==> config.mk <==
export PLATFORM = sky130hd
export DESIGN_NAME = evt_line_router
export DESIGN_NICKNAME = d
export VERILOG_FILES = /design/src/rtl/evtsel_pkg.sv /design/src/rtl/evtsel_addr_dec.sv /design/src/rtl/evtsel_regbank.sv /design/src/rtl/evtsel_line_mux.sv /design/src/rtl/evt_line_router.sv
export SDC_FILE = /design/constraint.sdc
export NUM_CORES = 1
export LEC_CHECK = 0
export BUFFER_PORTS_ARGS = -buffer_cell sky130_fd_sc_hd__buf_4
export CAP_MARGIN = 20
export CORE_UTILIZATION = 28
export DETAILED_ROUTE_END_ITERATION = 6
export GPL_TIMING_DRIVEN = 0
export PLACE_DENSITY_LB_ADDON = 0.3
export SLEW_MARGIN = 0
export SYNTH_ARGS = -nofsm -noshare
export SYNTH_HDL_FRONTEND = slang
export SYNTH_SLANG_ARGS = --single-unit
==> constraint.sdc <==
create_clock -name clk -period 3.9 [get_ports clk]
set_clock_uncertainty 0.15 [all_clocks]
set_input_delay 0.195 -clock clk [delete_from_list [all_inputs] [get_ports clk]]
set_output_delay 0.195 -clock clk [all_outputs]
set_load 0.1 [all_outputs]
==> src/rtl/evtsel_pkg.sv <==
package evtsel_pkg;

  // Word indices (byte offset / 4) of the decoded registers.
  localparam int unsigned REMAP_WIDX    = 0;
  localparam int unsigned MODE_WIDX     = 1;
  localparam int unsigned SEL_BASE_WIDX = 2;
  localparam int unsigned COMP_WIDX     = 8;

  typedef enum logic [2:0] {
    RK_NONE  = 3'd0,
    RK_REMAP = 3'd1,
    RK_MODE  = 3'd2,
    RK_SEL   = 3'd3,
    RK_COMP  = 3'd4
  } reg_kind_e;

endpackage

==> src/rtl/evtsel_addr_dec.sv <==
module evtsel_addr_dec
  import evtsel_pkg::*;
#(
  parameter int unsigned ADDR_W  = 10,
  parameter int unsigned NUM_SEL = 4,
  localparam int unsigned WORD_W = ADDR_W - 2,
  localparam int unsigned SIDX_W = (NUM_SEL > 1) ? $clog2(NUM_SEL) : 1
) (
  input  logic [ADDR_W-1:0] addr,
  output reg_kind_e         kind,
  output logic [SIDX_W-1:0] sel_idx
);

  logic [WORD_W-1:0] word;
  logic [WORD_W-1:0] sel_off;
  logic              unused_bits;

  assign word        = addr[ADDR_W-1:2];
  assign sel_off     = word - WORD_W'(SEL_BASE_WIDX);
  assign sel_idx     = sel_off[SIDX_W-1:0];
  assign unused_bits = ^{addr[1:0], sel_off};

  always_comb begin
    kind = RK_NONE;
    if (word == WORD_W'(REMAP_WIDX)) begin
      kind = RK_REMAP;
    end else if (word == WORD_W'(MODE_WIDX)) begin
      kind = RK_MODE;
    end else if (word >= WORD_W'(SEL_BASE_WIDX) &&
                 word <  WORD_W'(SEL_BASE_WIDX + NUM_SEL)) begin
      kind = RK_SEL;
    end else if (word == WORD_W'(COMP_WIDX)) begin
      kind = RK_COMP;
    end
  end

endmodule

==> src/rtl/evtsel_regbank.sv <==
module evtsel_regbank
  import evtsel_pkg::*;
#(
  parameter int unsigned ADDR_W      = 10,
  parameter int unsigned DATA_W      = 32,
  parameter int unsigned NUM_SEL     = 4,
  parameter int unsigned SEL_STORE_W = 16,
  localparam int unsigned SIDX_W     = (NUM_SEL > 1) ? $clog2(NUM_SEL) : 1
) (
  input  logic                           clk,
  input  logic                           rst_n,
  input  logic                           we,
  input  logic                           re,
  input  logic [ADDR_W-1:0]              addr,
  input  logic [DATA_W-1:0]              wdata,
  output logic [DATA_W-1:0]              rdata,
  output logic [NUM_SEL*SEL_STORE_W-1:0] sel_flat
);

  reg_kind_e         kind;
  logic [SIDX_W-1:0] sidx;
  logic [SEL_STORE_W-1:0] sel_q [NUM_SEL];
  logic [DATA_W-1:0] comp_q;
  logic [DATA_W-1:0] rd_mux;
  logic [DATA_W-1:0] rdata_q;

  evtsel_addr_dec #(.ADDR_W(ADDR_W), .NUM_SEL(NUM_SEL)) u_dec (
    .addr    (addr),
    .kind    (kind),
    .sel_idx (sidx)
  );

  // Selector words: only the low SEL_STORE_W bits are kept.
  for (genvar g = 0; g < NUM_SEL; g++) begin : g_sel
    always_ff @(posedge clk or negedge rst_n) begin
      if (!rst_n) begin
        sel_q[g] <= '0;
      end else if (we && kind == RK_SEL && sidx == SIDX_W'(g)) begin
        sel_q[g] <= wdata[SEL_STORE_W-1:0];
      end
    end
    assign sel_flat[g*SEL_STORE_W +: SEL_STORE_W] = sel_q[g];
  end

  always_ff @(posedge clk or negedge rst_n) begin
    if (!rst_n) begin
      comp_q <= '0;
    end else if (we && kind == RK_COMP) begin
      comp_q <= wdata;
    end
  end

  // Remap and mode words hold no storage: they read as zero.
  always_comb begin
    rd_mux = '0;
    case (kind)
      RK_SEL:  rd_mux = {{(DATA_W-SEL_STORE_W){1'b0}}, sel_q[sidx]};
      RK_COMP: rd_mux = comp_q;
      default: rd_mux = '0;
    endcase
  end

  always_ff @(posedge clk or negedge rst_n) begin
    if (!rst_n) begin
      rdata_q <= '0;
    end else if (re) begin
      rdata_q <= rd_mux;
    end
  end

  assign rdata = rdata_q;

  p_sel_upper_zero_r5: assert property (@(posedge clk) disable iff (!rst_n)
    (re && kind == RK_SEL) |=> (rdata[DATA_W-1:SEL_STORE_W] == '0));

  p_dropped_regs_zero_r6: assert property (@(posedge clk) disable iff (!rst_n)
    (re && (kind == RK_REMAP || kind == RK_MODE)) |=> (rdata == '0));

  p_comp_readback_r7: assert property (@(posedge clk) disable iff (!rst_n)
    (we && kind == RK_COMP) ##1 (re && !we && kind == RK_COMP)
      |=> (rdata == $past(wdata, 2)));

  p_unmapped_zero_r8: assert property (@(posedge clk) disable iff (!rst_n)
    (re && kind == RK_NONE) |=> (rdata == '0));

  p_rdata_hold_r9: assert property (@(posedge clk) disable iff (!rst_n)
    !re |=> $stable(rdata));

endmodule

==> src/rtl/evtsel_line_mux.sv <==
module evtsel_line_mux #(
  parameter int unsigned NUM_PORTS = 9,
  parameter int unsigned SEL_W     = 4
) (
  input  logic [NUM_PORTS-1:0] port_pins,
  input  logic [SEL_W-1:0]     field,
  output logic                 line
);

  logic [NUM_PORTS-1:0] hit;

  // One-hot match: a field value naming no port leaves every hit low.
  for (genvar p = 0; p < NUM_PORTS; p++) begin : g_port
    assign hit[p] = (field == SEL_W'(p)) & port_pins[p];
  end

  assign line = |hit;

endmodule

==> src/rtl/evt_line_router.sv <==
module evt_line_router #(
  parameter int unsigned NUM_PORTS = 9,
  parameter int unsigned PINS      = 16,
  parameter int unsigned SEL_W     = 4,
  parameter int unsigned ADDR_W    = 10,
  parameter int unsigned DATA_W    = 32,
  localparam int unsigned FIELDS_PER_WORD = 4,
  localparam int unsigned NUM_SEL     = PINS / FIELDS_PER_WORD,
  localparam int unsigned SEL_STORE_W = FIELDS_PER_WORD * SEL_W,
  localparam int unsigned NUM_EVT     = NUM_PORTS * PINS
) (
  input  logic               clk,
  input  logic               rst_n,
  input  logic               cfg_we,
  input  logic               cfg_re,
  input  logic [ADDR_W-1:0]  cfg_addr,
  input  logic [DATA_W-1:0]  cfg_wdata,
  output logic [DATA_W-1:0]  cfg_rdata,
  input  logic [NUM_EVT-1:0] pin_evt,
  output logic [PINS-1:0]    irq_line
);

  logic [NUM_SEL*SEL_STORE_W-1:0] sel_flat;

  evtsel_regbank #(
    .ADDR_W      (ADDR_W),
    .DATA_W      (DATA_W),
    .NUM_SEL     (NUM_SEL),
    .SEL_STORE_W (SEL_STORE_W)
  ) u_regs (
    .clk      (clk),
    .rst_n    (rst_n),
    .we       (cfg_we),
    .re       (cfg_re),
    .addr     (cfg_addr),
    .wdata    (cfg_wdata),
    .rdata    (cfg_rdata),
    .sel_flat (sel_flat)
  );

  // Selector fields are stored in line order, SEL_W bits each, so field n
  // sits in word n/4 at bit 4*(n%4) of that word.
  for (genvar n = 0; n < PINS; n++) begin : g_line
    logic [NUM_PORTS-1:0] column;
    logic [SEL_W-1:0]     fld;

    for (genvar p = 0; p < NUM_PORTS; p++) begin : g_col
      assign column[p] = pin_evt[p*PINS + n];
    end

    assign fld = sel_flat[n*SEL_W +: SEL_W];

    evtsel_line_mux #(.NUM_PORTS(NUM_PORTS), .SEL_W(SEL_W)) u_mux (
      .port_pins (column),
      .field     (fld),
      .line      (irq_line[n])
    );

    p_no_port_low_r4: assert property (@(posedge clk) disable iff (!rst_n)
      (fld >= SEL_W'(NUM_PORTS)) |-> !irq_line[n]);

    p_line_source_r2: assert property (@(posedge clk) disable iff (!rst_n)
      (fld < SEL_W'(NUM_PORTS)) |-> (irq_line[n] == pin_evt[32'(fld)*PINS + n]));
  end

endmodule

==> results of run 1 <==
power by group through the flow:
stage	registers, mW	clock network [mW]	logic (mW)
6_report	1.45	1.73	0.778
5_1_grt	1.46	1.82	0.826
4_1_cts	1.45	1.77	0.789
3_5_place_dp	1.48	0	0.760
3_3_place_gp	1.48	0	0.750
2_1_floorplan	1.54	0	0.400
routing by layer:
| layer | GRT usage | up-vias | share of wire |
|---|---|---|---|
| li1 | - | 2492 | - |
| met1 | 0.201 | 2599 | 0.44 |
| met2 | 0.269 | 142 | 0.50 |
| met3 | 0.0300 | 15 | 0.043 |
| met4 | 0.0485 | 0 | 0.011 |
| met5 | 0 | - | 0 |
cells in the final DEF, fill, tap and decap left out, types with 2 or more instances in the layout:
master	synthesis	routed
clkbuf_1	7	8
a221oi_1	3	3
nand2_1	9	9
nand2b_1	3	3
buf_4	17	249
o21ai_0	22	22
a21oi_1	17	17
clkbuf_8	1	6
nor3_1	3	3
bufinv_16	0	4
nor4b_1	4	4
nand3b_1	3	3
or3b_2	2	2
nand3_1	16	16
a31o_2	3	3
buf_2	9	9
a211o_1	3	3
clkbuf_16	0	17
dlygate4sd3_1	0	33
o22ai_1	6	6
clkinvlp_4	0	3
nor2_1	24	24
inv_1	24	24
o32ai_1	3	3
a31oi_1	3	3
mux2i_1	15	15
buf_6	2	3
mux2_2	99	99
or4bb_1	6	6
mux4_2	42	42
dfrtp_1	128	128
a22oi_1	16	16
buf_1	4	4
final timing paths:
kind | slack, ns | cells after the start | end
worst max-delay path | 1.39 | 5 | irq_line[5]
worst min-delay path | 0.12 | 4 | u_regs.rdata[1]$_DFFE_PN0P_
worst max register to register | 2.30 | 3 | u_regs.rdata[4]$_DFFE_PN0P_
worst min register to register | 0.35 | 2 | u_regs.rdata[19]$_DFFE_PN0P_
max in group asynchronous | 2.62 | 3 | u_regs.sel_flat[31]$_DFFE_PN0P_
min in group asynchronous | 0.22 | 2 | u_regs.sel_flat[49]$_DFFE_PN0P_
stage by stage:
step / util / hold WS (ns) / area (µm²)
global route: 0.420 / 0.141 / 9920
floorplan: - / -0.251 / 6770
global placement: 0.377 / 0.281 / 8910
detailed placement: 0.379 / 0.0945 / 8940
finish: 0.420 / 0.120 / 9920
CTS: 0.420 / 0.0988 / 9920
area by class of cell:
type	instances	area, µm²
Fill cell	2279	13700
Multi-Input combinational cell	314	3200
Clock buffer	23	498
Sequential cell	128	3200
Clock inverter	8	151
Timing Repair Buffer	267	2110
Buffer	41	270
Tap cell	319	399
Inverter	24	90.1
what timing repair did:
action | in CTS | in global routing
endpoints found under the hold margin | 162 | 0
hold buffers | 33 | 0
endpoints found under the setup margin | 0 | 0
flip-flops by register name, indices dropped and copies added, names as in the netlist:
| register | flops |
|---|---|
| u_regs.comp_q | 32 |
| u_regs.rdata | 32 |
| u_regs.sel_flat | 64 |
worst max-delay path: stages, from the launching register on:
cell and delay (ns):
dfrtp_1 0.42, or2_2 0.30, mux4_2 0.45, a32o_1 0.22
buf_4 0.12, buf_4 0.22
logic make-up (layout without fill, tap and decap cells):
logic type	count (synthesis)	count (layout)	synth area share
compound gates	77	77	0.0719
xor+xnor	1	1	0.00129
buf+inv	65	363	0.0533
flops	128	128	0.473
mux	156	156	0.327
simple gates	80	80	0.0732
==> reports/qor.csv, run 1 <==
metric,value,unit
die_h,157,µm
worst_ep_arrival_time,2.16,ns
p_int,2.89,mW
ys_seq_area_frac,0.473,
ys_ff_latch,128,
finalNetCount,983,
drtIter0Drc,197,
ir_worst_vdd,0.226,mV
diodes,0,
critPathRequiredTime,3.56,ns
initial_utilization,0.287,
clk_latency,0.41,ns
grtUsageTotal,0.158,
synth_flop_cell,dfrtp_1,
cts.clk_slew.worst_paths,0.06,ns
portBuffers,233,
grt_pass1_wl,29500,µm
syn_nets,697,
end_kind,primary output,
antenna_found_initial,0,
rows,56,
crit_type,reg2out,
gp_routability_congestion,0.716,
period_share,0.643,
synth-async-reset-ratio,1.00,
switching_share,0.270,
power.density,399,nW/µm²
min_from,cfg_addr[5],
grt_pass1_vias,5466,
finalNonFillerCells,1124,
yosys-top-cells-count,"dfrtp_1 (128), mux2_2 (99), mux4_2 (42)",
first_pass_iters,4,
tightestPinTransition,0.814,ns
hold_path_class,in2reg,
startpoint,u_regs.sel_flat[23]$_DFFE_PN0P_,
synth.area.top_cells,"dfrtp_1 (47%), mux2_2 (16%), mux4_2 (14%), mux2i_1 (2.2%), buf_4 (1.9%)",
post-synth-top-count-cell,dfrtp_1,
cts-htree-levels,4,
synth_edf_count,0,
power,3.96,mW
cts.sinks,128,
dieWidth,157,µm
root_buffer,clkbuf_16,
yosysWarnings,0,
leakagePower,4.64,nW
finalCriticalPeriod,2.51,ns
drv_cap,0,
design.core.area,23600,µm²
post_route_cells_drive_above_1_share,0.555,
yosys.area.top_type,dfrtp_1,
finalWorstSetupSlack,1.39,ns
clock_path_buffers,2,
dr_total_vias,5248,
synth_top_area_frac,0.473,
routed_wl,19000,µm
post-place-ws,1.52,ns
avgRoutedWirePerCell,16.9,µm
status,"complete, no violations",
p_comb_frac,0.196,
cts_made_buffers,17,
postSynthCellCount,507,
r2r-start,u_regs.sel_flat[4]$_DFFE_PN0P_,
hold_viol,0,
ant_nets,0,
clock_power_share,0.437,
netlist-cell-type-count,42,
setup_tns,0,ns
slew_headroom,0.457,
dp_hpwl,14500,µm
viasPerCell,4.67,
maxClockFrequency,399,MHz
syn_area,6770,µm²
slew_violations,0,
power_frac_seq,0.367,
ioPinCount,238,
fp.dieArea,24800,µm²
drc,0,
place_inst,1060,
rsz0062_at_grt,no,
switchingPower,1.07,mW
start_kind,flip-flop,
setup_viol,0,
cts_resized,0,
synth_area_per_cell,13.3,µm²
grt_start_max_net_pins,68,
area_growth,46.7,%
overflow,0,
worst-path-max-fanout,5,
cts_tree,done,
cts_setup_buffers,0,
(Power assumes the default switching activity.)
==> run 2, diff against run 1 <==
- clock period: 3.9 -> 2.25 ns (I/O delays scaled with it)
==> run 2 against run 1 <==
Total power increased by 76%. Sequential power up 74%. Worst setup slack worse by 1.3 ns.
==> reports/qor.csv, run 2 (synthesis gave the netlist of run 1 again) <==
metric,value,unit
status,"complete, no violations",
design.core.area,23600,µm²
clk_latency,0.42,ns
power.density,684,nW/µm²
finalNetCount,996,
postLayoutCoreUtil,0.431,
holdPathStages,4,
grt_pass1_vias,5535,
viasPerCell,4.69,
finalCriticalPeriod,2.18,ns
start_kind,flip-flop,
first_pass_iters,4,
routed_wl,19300,µm
diodes,0,
drtIter0Drc,218,
avgRoutedWirePerCell,17.0,µm
ioPinCount,238,
slew_headroom,0.494,
dr_total_vias,5330,
cts_made_buffers,17,
worst-path-max-fanout,4,
dieWidth,157,µm
gp_routability_congestion,0.716,
rsz0062_at_grt,no,
final_common_cell,buf_4,
root_buffer,clkbuf_16,
clock_path_buffers,2,
ir_worst_vdd,0.395,mV
antenna_found_initial,0,
end_kind,primary output,
post_route_cells_drive_above_1_share,0.584,
fp.dieArea,24800,µm²
power,6.96,mW
drc,0,
cts-htree-levels,4,
portBuffers,233,
setup_viol,0,
cts_tree,done,
nFillCells,2253,
placedInstanceArea,8940,µm²
rows,56,
layout_common_cells,"buf_4 (249), dfrtp_1 (112), mux2_2 (99), mux4_2 (42), dlygate4sd3_1 (33)",
grt_start_max_net_pins,68,
maxClockFrequency,459,MHz
grtUsageTotal,0.159,
drv_cap,0,
overflow,0,
tightestPinTransition,0.759,ns
largest_register_ff_count,64,
die_h,157,µm
hold_viol,0,
post-route-cell-area,10200,µm²
cts.sinks,128,
hold_path_class,in2reg,
grt_pass1_wl,29800,µm
critPathRequiredTime,1.99,ns
slew_violations,0,
worst_ep_arrival_time,1.91,ns
leakagePower,4.72,nW
cts.clk_slew.worst_paths,0.05,ns
r2r_cells,6,
crit_type,reg2out,
dp_hpwl,14500,µm
initial_utilization,0.287,
ant_nets,0,
period_share,0.968,
area_growth,50.3,%
==> run 2: cell types whose count changed in the layout (fill, tap and decap cells not counted), moves of 3 or more <==
cell,before,now
dfrtp_2,0,16
buf_6,3,8
dfrtp_1,128,112
buf_8,0,3
buf_12,1,6
==> run 2: metal layers <==
metal / up-vias / part of all wire / GRT usage / routed length, µm
li1: 2523 / - / - / -
met1: 2650 / 0.44 / 0.203 / 8530
met2: 142 / 0.50 / 0.273 / 9680
met3: 15 / 0.046 / 0.0306 / 898
met4: 0 / 0.011 / 0.0485 / 207
met5: - / 0 / 0 / 0
==> run 2: area by class of cell <==
type,count,area (µm²),area share
Multi-Input combinational cell,314,3220,0.317
Clock buffer,23,498,0.0490
Timing Repair Buffer,283,2330,0.230
Clock inverter,8,151,0.0149
Buffer,38,248,0.0244
Sequential cell,128,3220,0.317
Inverter,24,90.1,0.00886
Tap cell,319,399,0.0393
==> run 2: where the power goes <==
group / switching [mW] / leakage (nW) / internal [mW]
Sequential: 0.109 / 1.72 / 2.41
Clock: 1.01 / 0.308 / 2.00
Combinational: 0.762 / 2.69 / 0.672
==> run 2: worst max-delay path: stages, from the launching register on <==
cell and delay, ns:
dfrtp_2 0.41, mux4_2 0.51, mux2i_1 0.14, o22ai_1 0.08, buf_4 0.13, buf_4 0.22
==> run 2: stage by stage <==
stage          cells  hold WS (ns)  setup TNS, ns  setup slack, ns
2_1_floorplan    507        -0.333              0            0.309
3_3_place_gp    1059         0.198        -0.0921          -0.0104
3_5_place_dp    1060        0.0120         -0.386          -0.0446
4_1_cts         1133        0.0163        -0.0144          -0.0144
5_1_grt         1137        0.0580              0         0.000679
6_report        1137        0.0373              0           0.0726
==> run 2: worst paths after layout <==
kind | slack (ns) | start | end
max reg2reg | 0.35 | u_regs.sel_flat[23]$_DFFE_PN0P_ | u_regs.rdata[7]$_DFFE_PN0P_
min | 0.04 | cfg_addr[5] | u_regs.rdata[1]$_DFFE_PN0P_
min reg2reg | 0.35 | u_regs.comp_q[19]$_DFFE_PN0P_ | u_regs.rdata[19]$_DFFE_PN0P_
min in group asynchronous | 0.13 | rst_n | u_regs.sel_flat[49]$_DFFE_PN0P_
max | 0.07 | u_regs.sel_flat[40]$_DFFE_PN0P_ | irq_line[10]
max in group asynchronous | 1.04 | rst_n | u_regs.sel_flat[44]$_DFFE_PN0P_
==> run 2: timing repair <==
action                                 in CTS  in global routing
endpoints found under the hold margin     162                  0
setup endpoints to repair                  13                 15
buffers inserted                            9                  7
resized for setup                          27                 21
hold buffers                               33                  0
gates cloned                                0                  0
pin swaps                                   2                  3
